===== src/rtl/seqtrig_pkg.sv =====
package seqtrig_pkg;

  // Classification of one clock cycle as seen by the unlock tracker
  typedef enum logic [2:0] {
    EV_NONE    = 3'd0,  // no strobe this cycle
    EV_ADVANCE = 3'd1,  // byte matches the expected code byte
    EV_RESTART = 3'd2,  // mismatch, but byte equals the first code byte
    EV_BREAK   = 3'd3,  // mismatch, back to idle
    EV_CHANNEL = 3'd4   // armed: this byte is a channel number
  } step_ev_t;

endpackage


===== src/rtl/seq_matcher.sv =====
module seq_matcher
  import seqtrig_pkg::*;
#(
  parameter int DATA_W  = 8,
  parameter int SEQ_LEN = 4,
  parameter logic [SEQ_LEN*DATA_W-1:0] SEQ = 32'hDEAD_BEEF,
  localparam int PROG_W = $clog2(SEQ_LEN + 1)
) (
  input  logic              clk,
  input  logic              rst_n,
  input  logic              ld_i,
  input  logic [DATA_W-1:0] val_i,
  output logic              armed_o,
  output step_ev_t          ev_o,
  output logic [PROG_W-1:0] prog_o
);

  localparam logic [PROG_W-1:0] PROG_FULL = PROG_W'(SEQ_LEN);

  // First code byte sits in the most significant slot
  function automatic logic [DATA_W-1:0] seq_at(input logic [PROG_W-1:0] idx);
    int unsigned k;
    k = (int'(idx) < SEQ_LEN) ? int'(idx) : 0;
    return SEQ[(SEQ_LEN-1-k)*DATA_W +: DATA_W];
  endfunction

  function automatic logic [PROG_W-1:0] next_prog(input step_ev_t ev,
                                                  input logic [PROG_W-1:0] p);
    case (ev)
      EV_ADVANCE: return p + PROG_W'(1);
      EV_RESTART: return PROG_W'(1);
      EV_BREAK,
      EV_CHANNEL: return '0;
      default:    return p;
    endcase
  endfunction

  logic [PROG_W-1:0] prog_q;
  logic [DATA_W-1:0] expect_byte;
  logic              armed;
  step_ev_t          ev;

  assign armed       = (prog_q == PROG_FULL);
  assign expect_byte = seq_at(prog_q);

  always_comb begin
    if (!ld_i)                      ev = EV_NONE;
    else if (armed)                 ev = EV_CHANNEL;
    else if (val_i == expect_byte)  ev = EV_ADVANCE;
    else if (val_i == seq_at('0))   ev = EV_RESTART;
    else                            ev = EV_BREAK;
  end

  always_ff @(posedge clk) begin
    if (!rst_n) prog_q <= '0;
    else        prog_q <= next_prog(ev, prog_q);
  end

  assign armed_o = armed;
  assign ev_o    = ev;
  assign prog_o  = prog_q;

  AST_HOLD_NO_LOAD: assert property (@(posedge clk) disable iff (!rst_n)
    !ld_i |=> $stable(prog_q));
  AST_CHAN_TO_IDLE: assert property (@(posedge clk) disable iff (!rst_n)
    (ld_i && armed) |=> (prog_q == '0));
  AST_RESTART_ONE: assert property (@(posedge clk) disable iff (!rst_n)
    (ev == EV_RESTART) |=> (prog_q == PROG_W'(1)));
  AST_PROG_RANGE: assert property (@(posedge clk) disable iff (!rst_n)
    prog_q <= PROG_FULL);

endmodule


===== src/rtl/chan_decoder.sv =====
module chan_decoder #(
  parameter int DATA_W = 8,
  parameter int NUM_CH = 6
) (
  input  logic [DATA_W-1:0] val_i,
  output logic              valid_o,
  output logic [NUM_CH-1:0] onehot_o
);

  function automatic logic chan_ok(input logic [DATA_W-1:0] v);
    return (v != '0) && (int'(v) <= NUM_CH);
  endfunction

  assign valid_o = chan_ok(val_i);

  for (genvar c = 0; c < NUM_CH; c++) begin : g_line
    assign onehot_o[c] = (val_i == DATA_W'(c + 1));
  end

endmodule


===== src/rtl/trig_pulse_reg.sv =====
module trig_pulse_reg #(
  parameter int NUM_CH = 6
) (
  input  logic              clk,
  input  logic              rst_n,
  input  logic              fire_i,
  input  logic [NUM_CH-1:0] sel_i,
  output logic [NUM_CH-1:0] trig_o
);

  logic [NUM_CH-1:0] trig_q;

  always_ff @(posedge clk) begin
    if (!rst_n)      trig_q <= '0;
    else if (fire_i) trig_q <= sel_i;
    else             trig_q <= '0;
  end

  assign trig_o = trig_q;

  AST_ONE_WIDE: assert property (@(posedge clk) disable iff (!rst_n)
    (|trig_q) |=> (trig_q == '0));
  AST_ONEHOT_OUT: assert property (@(posedge clk) disable iff (!rst_n)
    $onehot0(trig_q));

endmodule


===== src/rtl/seq_gated_trigger.sv =====
module seq_gated_trigger
  import seqtrig_pkg::*;
#(
  parameter int DATA_W  = 8,
  parameter int SEQ_LEN = 4,
  parameter logic [SEQ_LEN*DATA_W-1:0] SEQ = 32'hDEAD_BEEF,
  parameter int NUM_CH  = 6
) (
  input  logic              clk,
  input  logic              rst_n,
  input  logic              wr_ld_i,
  input  logic [DATA_W-1:0] wr_val_i,
  output logic [NUM_CH-1:0] trig_o
);

  localparam int PROG_W = $clog2(SEQ_LEN + 1);

  logic              armed;
  step_ev_t          step_ev;
  logic [PROG_W-1:0] prog;
  logic              chan_valid;
  logic [NUM_CH-1:0] chan_sel;
  logic              fire;

  seq_matcher #(
    .DATA_W (DATA_W),
    .SEQ_LEN(SEQ_LEN),
    .SEQ    (SEQ)
  ) u_match (
    .clk    (clk),
    .rst_n  (rst_n),
    .ld_i   (wr_ld_i),
    .val_i  (wr_val_i),
    .armed_o(armed),
    .ev_o   (step_ev),
    .prog_o (prog)
  );

  chan_decoder #(
    .DATA_W(DATA_W),
    .NUM_CH(NUM_CH)
  ) u_dec (
    .val_i   (wr_val_i),
    .valid_o (chan_valid),
    .onehot_o(chan_sel)
  );

  assign fire = (step_ev == EV_CHANNEL) && chan_valid;

  trig_pulse_reg #(
    .NUM_CH(NUM_CH)
  ) u_pulse (
    .clk   (clk),
    .rst_n (rst_n),
    .fire_i(fire),
    .sel_i (chan_sel),
    .trig_o(trig_o)
  );

  AST_NO_PULSE_UNARMED: assert property (@(posedge clk) disable iff (!rst_n)
    (|trig_o) |-> $past(wr_ld_i && armed));
  AST_INVALID_SILENT: assert property (@(posedge clk) disable iff (!rst_n)
    (wr_ld_i && armed && !chan_valid) |=> (trig_o == '0));
  AST_DECODE_AGREE: assert property (@(posedge clk) disable iff (!rst_n)
    wr_ld_i |-> (chan_valid == (|chan_sel)));
  AST_ARMED_FROM_PROG: assert property (@(posedge clk) disable iff (!rst_n)
    (step_ev == EV_ADVANCE && prog == PROG_W'(SEQ_LEN - 1)) |=> armed);

endmodule


===== config.mk =====
export PLATFORM = sky130hd
export DESIGN_NAME = seq_gated_trigger
export DESIGN_NICKNAME = d
export VERILOG_FILES = /design/src/rtl/seqtrig_pkg.sv /design/src/rtl/seq_matcher.sv /design/src/rtl/chan_decoder.sv /design/src/rtl/trig_pulse_reg.sv /design/src/rtl/seq_gated_trigger.sv
export SDC_FILE = /design/constraint.sdc
export NUM_CORES = 1
export LEC_CHECK = 0
export ABC_AREA = 1
export BUFFER_PORTS_ARGS = -buffer_cell sky130_fd_sc_hd__buf_2
export CAP_MARGIN = 10
export CORE_UTILIZATION = 30
export CTS_CLUSTER_DIAMETER = 150
export CTS_CLUSTER_SIZE = 14
export DETAILED_ROUTE_END_ITERATION = 7
export SYNTH_ARGS = -nofsm -noshare
export SYNTH_HDL_FRONTEND = slang
export SYNTH_SLANG_ARGS = --single-unit

===== constraint.sdc =====
create_clock -name clk -period 1.9 [get_ports clk]
set_input_delay 0.38 -clock clk [delete_from_list [all_inputs] [get_ports clk]]
set_output_delay 0.38 -clock clk [all_outputs]
set_load 0.02 [all_outputs]

==> results of run 1 <==
[registers in the layout, summed over array words and instances, names as in the netlist]
name / flops
u_match.prog_o: 3
u_pulse.trig_o: 6
[layer usage]
layer	vias to the layer above	track usage
li1	299	-
met1	240	0.1612
met2	20	0.2222
met3	2	0.01176
met4	0	0.07059
met5	-	0
[worst max-delay path, delay by kind of cell (launching register included)]
kind | cells | cell delay, ps
AND/OR/NAND/NOR | 6 | 540
AO/OA/AOI/OAI | 1 | 120
flip-flops | 1 | 420
adder cells (fa/ha/maj) | 1 | 240
XOR/XNOR | 1 | 160
buffers and inverters | 1 | 80
[path summary, 6_finish.rpt]
path                             to              start
setup / recovery  u_match.prog_o[0]  u_match.prog_o[0]
hold / removal    u_match.prog_o[0]              rst_n
setup reg to reg  u_match.prog_o[0]  u_match.prog_o[0]
hold reg to reg   u_match.prog_o[1]  u_match.prog_o[1]
[layout by cell type (no fill, tap or decap), types with 3 or more instances in the layout]
master     n
nand2_1   12
nor2_1    15
dfxtp_1    9
clkbuf_4   3
buf_2     16
ha_1       3
inv_1      8
nor2_2     4
nand2_2    7
[synthesized netlist by cell type, types with 2 or more instances]
cell,count,area (um2)
a21oi_1,2,10.01
nor2_2,4,25.02
a21oi_2,2,17.52
nand3_1,2,10.01
nor3_1,2,10.01
nor2_1,15,56.30
inv_1,8,30.03
nand2_1,12,45.04
ha_1,3,37.54
dfxtp_1,9,180.2
inv_2,2,7.510
nand2_2,7,43.79
nand4_1,2,12.51
[final cells by class]
cell class	count	area (um2)	share of cell area
clock buffers	4	26.28	0.03608
inverters	12	46.29	0.06357
multi-input cells	61	364.1	0.5000
flip-flops and latches	9	180.2	0.2474
well taps	25	31.28	0.04296
repair buffers	16	80.08	0.1100
[power groups by stage]
stage,Combinational (mW),Sequential [mW],Clock [mW]
after floorplan,0.0423,0.196,0
after CTS,0.0675,0.192,0.154
after global placement,0.0667,0.197,0
after global routing,0.0768,0.193,0.158
final,0.0668,0.193,0.147
after detailed placement,0.0671,0.197,0
[kinds of logic (layout without fill, tap and decap cells)]
logic type / count (synthesis) / count (layout) / share of synthesized area
flip-flops: 9 / 9 / 0.3051
adder cells (fa/ha/maj): 3 / 3 / 0.06357
buffers and inverters: 12 / 32 / 0.07838
AO/OA/AOI/OAI: 8 / 8 / 0.09745
XOR/XNOR: 2 / 2 / 0.02967
AND/OR/NAND/NOR: 48 / 48 / 0.4258
==> summary.md, run 1 <==
| Metric | Value |
|---|---|
| Crit. End Element | register |
| Sequential cell fraction of total power | 0.474 |
| Post-Route M1 WL | 544 um |
| Placed Instances | 123 |
| First-pass GRT wire length | 2007 um |
| Ports | 17 |
| Post-synth cell types | 25 |
| GP Congestion | 0.8233 |
| Rel. slew slack | 0.8227 |
| RSZ-0062 raised after global routing | no |
| CP peak stage delay | 420 ps |
| Rows | 15 |
| Min cycle time layout | 1617 ps |
| Ant diodes | 0 |
| Area growth, synth to finish | 23.31% |
| Setup TNS | 0 ps |
| Crit-path cells | inv_2, nor2_2, ha_1, xnor2_1, nand2_1, nor2_2, nand2_2, nand2_2, nand3_2, a21oi_2 |
| Buffers added on ports | 16 |
| Average instance area after synthesis | 7.202 um2 |
| Hold buffers post-CTS | 0 |
| Worst Hold Slack | 390.5 ps |
| WL met3 | 67 um |
| CP required | 2100 ps |
| First-pass iteration count of the detailed router | 4 |
| Drt first-iter violations | 13 |
| Sw frac | 0.2698 |
| Post-CTS Setup Bufs | 0 |
| Post-layout util | 0.4084 |
| Status | finished, final reports clean |
| Vias in the first global route | 527 |
| Highest Signal Layer | met4 |
| Largest net degree at the start of global routing | 6 |
| Fin. Hold Viols | 0 |
| Worst Reg-to-Reg Cells | 10 |
| Total Routing Usage GR | 0.1314 |
| H-tree depth | 1 |
| Nets | 117 |
| Routed wire per std cell | 9.252 um |
| Tcrit/Tclk final | 0.8508 |
| Sink Count | 9 |
| CTS max path bufs | 2 |
| Register-to-register setup slack | 280 ps |
| Critical path arrival | 1820 ps |
| Tightest Pin Transition | 264.0 ps |
| Clock Latency Late Sink | 260 ps |
| Worst setup margin | 283.4 ps |
| Clock Power Share | 0.361 |
| Hold Crit Depth | 3 |
| CTS tree | yes |
| DP Area | 701.9 um2 |
| Most used DFF post-synth | dfxtp_1 |
| Design Power | 0.4063 mW |
| Vias per Instance | 4.417 |
| Setup Crit Path Kind | reg -> reg |
| Die W | 46.37 um |
| Area of the mapped netlist | 590.6 um2 |
| Post-Route WL | 1175 um |
| Cts repair resizes | 0 |
| Power Density | 557.9 nW/um2 |
| Final slew viol count | 0 |
| Crit start category | register |
| Worst vdd ir | 0.1672 mV |
| Worst-path clk slew | 70 ps |
| Synth Instances | 82 |
| Syn Nets | 96 |
| Area of the core | 1783 um2 |
| Finished Layout Cells | 127 |
| Final instance area | 728.2 um2 |
| Cell Int Power | 0.2966 mW |
| Initial antenna violation count | 0 |
| Worst Hold Class | in -> reg |
| FF+latch count, synth | 9 |
| Worst path slowest cell | dfxtp_1 |
| Antenna-violating nets left | 0 |
| Fin Clk Skew | 8.626 ps |
| Synth warn | 0 |
| Residual DRC count | 0 |
| Placement Setup Slack | 283.3 ps |
| CTS Root Cell | clkbuf_4 |
| Number of flops mapped to enable cells by yosys | 0 |
| Comb pwr share | 0.165 |
| Filler cells | 209 |
| CTS buffer count | 3 |
| Psw | 0.1096 mW |
| Initial Util | 0.3312 |
| Sequential share of the synthesized area | 0.3051 |
| Die Ht | 46.37 um |
| Die ar. | 2150 um2 |
| Met2 wire length | 545 um |
| Post-DP HPWL | 1030 um |
| Grt ovf | 0 |
| FFs w/ async S/R, synth | 0 |
| CP Max Fanout | 4 |
| Static leakage | 0.3483 nW |
| Max_cap viols | 0 |
| Setup violations, final | 0 |
| Via count | 561 |
| Layout cell share with drive strength beyond 1 | 0.3922 |
| Max Fclk | 618.6 MHz |
Note: power is estimated with default switching activity, not from simulation.
==> inputs of run 2 (changes only) <==
==> constraint.sdc (replaced) <==
create_clock -name clk -period 2 [get_ports clk]
set_input_delay 0.4 -clock clk [delete_from_list [all_inputs] [get_ports clk]]
set_output_delay 0.4 -clock clk [all_outputs]
set_load 0.05 [all_outputs]
==> summary.md, run 2 (synthesis results as in run 1) <==
| Metric | Value |
|---|---|
| Area growth, synth to finish | 23.31% (unchanged) |
| Worst Hold Class | in -> reg |
| Final slew viol count | 0 (unchanged) |
| Die W | 46.37 um (unchanged) |
| Rows | 15 (unchanged) |
| Largest net degree at the start of global routing | 6 (unchanged) |
| Max reg flops | 6 (unchanged) |
| Crit path from | u_match.prog_o[0] |
| CTS buffer count | 3 (unchanged) |
| CP required | 2210 ps (+110 ps) |
| Ant diodes | 0 (unchanged) |
| Post-CTS Setup Bufs | 0 (unchanged) |
| First-pass iteration count of the detailed router | 4 (unchanged) |
| Buffers added on ports | 16 (unchanged) |
| Post-layout util | 0.4084 (unchanged) |
| Endpoint, Worst Hold | u_match.prog_o[0] |
| Nets | 117 (unchanged) |
| Setup TNS | 0 ps (unchanged) |
| Grt ovf | 0 (unchanged) |
| Ports | 17 (unchanged) |
| Power Density | 538.1 nW/um2 (-3.5%) |
| Sink Count | 9 (unchanged) |
| Min cycle time layout | 1585 ps (-31.38 ps) |
| RR Endpoint | u_match.prog_o[0] |
| Die ar. | 2150 um2 (unchanged) |
| Routed wire per std cell | 9.937 um (+7.4%) |
| Worst Reg-to-Reg Cells | 10 (unchanged) |
| Antenna-violating nets left | 0 (unchanged) |
| Most frequent cells in the layout | buf_2, nor2_1, nand2_1 |
| Post-Route WL | 1262 um (+7.4%) |
| CTS tree | yes |
| H-tree depth | 1 (unchanged) |
| Commonest non-fill, non-tap cell in the layout | buf_2 |
| Status | finished, final reports clean |
| Max Fclk | 630.8 MHz (+2.0%) |
| Die Ht | 46.37 um (unchanged) |
| Initial antenna violation count | 0 (unchanged) |
| Hold_sp | rst_n |
| Critical path arrival | 1790 ps (-30 ps) |
| Cts repair resizes | 0 (unchanged) |
| Register-to-register setup slack | 410 ps (+130 ps) |
| Crit. End Element | register |
| Setup Crit Path Kind | reg -> reg |
| CTS Root Cell | clkbuf_4 |
| Worst path slowest cell | dfxtp_1 |
| Worst vdd ir | 0.2052 mV (+23%) |
| Hold Crit Depth | 3 (unchanged) |
| Total Routing Usage GR | 0.1442 (+0.01282) |
| Drt first-iter violations | 19 (+6) |
| Crit-path cells | inv_2, nor2_2, ha_1, xnor2_1, nand2_1, nor2_2, nand2_2, nand2_2, nand3_2, a21oi_2 |
| Bufs and invs on worst path | 1 (unchanged) |
| First-pass GRT wire length | 2132 um (+6.2%) |
| Fin Clk Skew | 8.458 ps (-0.1685 ps) |
| Crit start category | register |
| Tcrit/Tclk final | 0.7926 (-0.05823) |
| RSZ-0062 raised after global routing | no |
| Worst-path clk slew | 70 ps (about the same) |
| Residual DRC count | 0 (unchanged) |
| Fin. Hold Viols | 0 (unchanged) |
| CTS max path bufs | 2 (unchanged) |
| Clock Latency Late Sink | 270 ps (about the same) |
| CP Max Fanout | 4 (unchanged) |
| Rel. slew slack | 0.8222 (about the same) |
| Layout cell share with drive strength beyond 1 | 0.3922 (unchanged) |
| Vias in the first global route | 530 (+0.57%) |
| Vias per Instance | 4.488 (+1.6%) |
| Tightest Pin Transition | 264.7 ps (+0.6551 ps) |
| Via count | 570 (+1.6%) |
| Initial Util | 0.3312 (unchanged) |
| CP peak stage delay | 420 ps (about the same) |
| Post-DP HPWL | 1020 um (-0.97%) |
| Max_cap viols | 0 (unchanged) |
| Family with the most delay on the worst path | simple AND/OR/NAND/NOR gates |
| GP Congestion | 0.7585 (-7.9%) |
| Setup violations, final | 0 (unchanged) |
| Hold buffers post-CTS | 0 (unchanged) |
| FF-to-FF Start | u_match.prog_o[0] |
| Area of the core | 1783 um2 (unchanged) |
| Static leakage | 0.3483 nW (unchanged) |
## run 2: area by class of cell
type                    instances  area, um2
multi-input cells              61      364.1
inverters                      12      46.29
repair buffers                 16      80.08
flip-flops and latches          9      180.2
well taps                      25      31.28
fillers                       203       1055
clock buffers                   4      26.28
## run 2: where the power goes
| group | internal [mW] | switching, mW |
|---|---|---|
| clock | 0.0770 | 0.0679 |
| sequential | 0.181 | 0.00231 |
| combinational | 0.0247 | 0.0393 |
## run 2: worst max path at each step
stage	slack [ps]	end	cells past startpoint
6_report	410	u_match.prog_o[0]	10
5_1_grt	230	u_match.prog_o[0]	11
3_3_place_gp	410	u_match.prog_o[0]	11
2_1_floorplan	550	u_match.prog_o[0]	11
3_5_place_dp	400	u_match.prog_o[0]	11
4_1_cts	380	u_match.prog_o[0]	10
## run 2: per-layer routing
| metal | global-route usage | up-vias | wire length [um] |
|---|---|---|---|
| met5 | 0 | - | 0 |
| met4 | 0.08824 | 0 | 41 |
| met3 | 0.01569 | 5 | 72 |
| met2 | 0.2500 | 18 | 613 |
| met1 | 0.1659 | 247 | 535 |
| li1 | - | 300 | - |
## run 2: worst register-to-register path, delay by kind of cell, from the launching register on
| family | cells | cell delay [ps] |
|---|---|---|
| AND/OR/NAND/NOR | 6 | 510 |
| flip-flops | 1 | 420 |
| buffers and inverters | 1 | 90 |
| adder cells (fa/ha/maj) | 1 | 240 |
| XOR/XNOR | 1 | 150 |
| AO/OA/AOI/OAI | 1 | 120 |
## run 2: metrics by stage
stage	power, mW	hold slack, ps	cell area (um2)	setup slack (ps)	cells
2_1_floorplan	0.2266	483.3	590.6	545.2	82
3_3_place_gp	0.2509	524.8	701.9	412.1	123
3_5_place_dp	0.2510	526.8	701.9	404.9	123
4_1_cts	0.3921	406.1	728.2	382.4	127
5_1_grt	0.4046	414.7	728.2	225.4	127
6_report	0.3919	397.1	728.2	414.8	127
==> inputs of run 3 (changes only) <==
==> constraint.sdc (replaced) <==
create_clock -name clk -period 1.3 [get_ports clk]
set_input_delay 0.26 -clock clk [delete_from_list [all_inputs] [get_ports clk]]
set_output_delay 0.26 -clock clk [all_outputs]
set_load 0.05 [all_outputs]
==> summary.md, run 3 (synthesis results as in run 1) <==
| Metric | Value |
|---|---|
| Status | finished with violations |
| Violated checks | setup timing |
| CTS Root Cell | clkbuf_4 |
| RSZ-0062 raised after global routing | yes |
| Worst setup margin | -170.4 ps (-585.2 ps) |
| Die Ht | 46.37 um (unchanged) |
| Crit start category | register |
| CTS tree | yes |
| Initial Util | 0.3312 (unchanged) |
| CP Max Fanout | 3 (-1) |
| H-tree depth | 1 (unchanged) |
| Routed wire per std cell | 9.803 um (-1.3%) |
| Rel. slew slack | 0.8269 (+0.004731) |
| Tightest Pin Transition | 257.6 ps (-7.043 ps) |
| Worst vdd ir | 0.3522 mV (+72%) |
| CTS max path bufs | 2 (unchanged) |
| Initial antenna violation count | 0 (unchanged) |
| Via count | 593 (+4.0%) |
| Ports | 17 (unchanged) |
| DP Area | 792.0 um2 (+13%) |
| Worst Hold Class | in -> reg |
| Worst Hold Slack | 262.0 ps (-135.1 ps) |
| Fin Clk Skew | 0.9306 ps (-7.527 ps) |
| CP required | 1440 ps (-770 ps) |
| Worst Reg-to-Reg Cells | 11 (+1) |
| Die ar. | 2150 um2 (unchanged) |
| Grt ovf | 0 (unchanged) |
| Nets | 127 (+8.5%) |
| Final instance area | 847.1 um2 (+16%) |
| Layout cell share with drive strength beyond 1 | 0.5000 (+0.1078) |
| Die W | 46.37 um (unchanged) |
| Post-DP HPWL | 1091 um (+7.0%) |
| Setup violations, final | 9 (+9) |
| Clock Latency Late Sink | 250 ps (-20 ps) |
| Sink Count | 9 (unchanged) |
| Ant diodes | 0 (unchanged) |
| Most frequent cells in the layout | buf_2, nor2_1, nand2_1 |
| Vias per Instance | 4.328 (-3.6%) |
| Placement Setup Slack | -212.1 ps (-617.0 ps) |
| Largest net degree at the start of global routing | 6 (unchanged) |
| Rows | 15 (unchanged) |
| Crit. End Element | register |
| Hold Crit Depth | 3 (unchanged) |
| Buffers added on ports | 16 (unchanged) |
| Area of the core | 1783 um2 (unchanged) |
| Final slew viol count | 0 (unchanged) |
| Residual DRC count | 0 (unchanged) |
| Vias in the first global route | 530 (unchanged) |
| Fin. Hold Viols | 0 (unchanged) |
| Post-Route WL | 1343 um (+6.4%) |
| Static leakage | 0.4069 nW (+17%) |
| Tcrit/Tclk final | 1.131 (+0.3385) |
| Commonest non-fill, non-tap cell in the layout | buf_2 |
| Total Routing Usage GR | 0.1396 (-0.004584) |
| Setup Crit Path Kind | reg -> reg |
| Max Fclk | 680.1 MHz (+7.8%) |
| Worst-path clk slew | 60 ps (about the same) |
| CTS buffer count | 3 (unchanged) |
| Critical path arrival | 1610 ps (-180 ps) |
| Antenna-violating nets left | 0 (unchanged) |
| Min cycle time layout | 1470 ps (-114.8 ps) |
| First-pass iteration count of the detailed router | 4 (unchanged) |
| First-pass GRT wire length | 2104 um (-1.3%) |
| Max_cap viols | 0 (unchanged) |
| Drt first-iter violations | 7 (-12) |
| GP Congestion | 0.8156 (+7.5%) |
| Power Density | 737.8 nW/um2 (+37%) |
| Area growth, synth to finish | 43.43% |
| Max reg flops | 6 (unchanged) |
| Hold buffers post-CTS | 0 (unchanged) |
==> run 3: worst paths after layout <==
kind	startpoint	to	slack (ps)
worst max register to register	u_match.prog_o[0]	u_match.prog_o[0]	-170
worst min register to register	u_match.prog_o[1]	u_match.prog_o[1]	510
worst min-delay path	rst_n	u_match.prog_o[0]	260
worst max-delay path	u_match.prog_o[0]	u_match.prog_o[0]	-170
==> run 3: area by class of cell <==
class | count | area, um2
well taps | 25 | 31.28
clock buffers | 4 | 26.28
flip-flops and latches | 9 | 186.4
fillers | 184 | 935.9
inverters | 12 | 48.80
multi-input cells | 61 | 399.1
repair buffers | 26 | 155.1
==> run 3: critical path: stages (launching register included) <==
cell and delay (ps):
dfxtp_2 330, inv_2 60, nor2_4 130, ha_4 210, xnor2_2 110, nand2_1 90
nor2_2 120, nand2_2 80, nand3_2 70, nand2_1 60, clkinv_1 50, a21oi_2 40
==> run 3: routing by layer <==
layer / global-route usage / wire [um] / up-vias
li1: - / - / 317
met1: 0.1667 / 587 / 268
met5: 0 / 0 / -
met4: 0.03529 / 0 / 0
met3: 0.04706 / 39 / 0
met2: 0.2361 / 716 / 8
==> run 3: repair_timing <==
action                                  CTS  global route
pin swaps                                 2             0
endpoints found under the setup margin    9             9
gates resized for setup                   3             0
setup buffers                             2             0
==> run 3: per-stage QoR <==
stage	TNS (ps)	util	instances	total power [mW]
4_1_cts	-806.6	0.4751	137	0.6268
3_5_place_dp	-860.3	0.4442	131	0.4063
6_report	-927.9	0.4751	137	0.6249
5_1_grt	-2004	0.4751	137	0.6544
3_3_place_gp	-468.7	0.4442	131	0.4039
2_1_floorplan	-147.6	-	82	0.3510
==> run 3: power breakdown <==
| group | internal (mW) | switching [mW] | leakage [nW] |
|---|---|---|---|
| Sequential | 0.276 | 0.00141 | 0.0743 |
| Combinational | 0.0606 | 0.0721 | 0.318 |
| Clock | 0.118 | 0.0963 | 0.0150 |
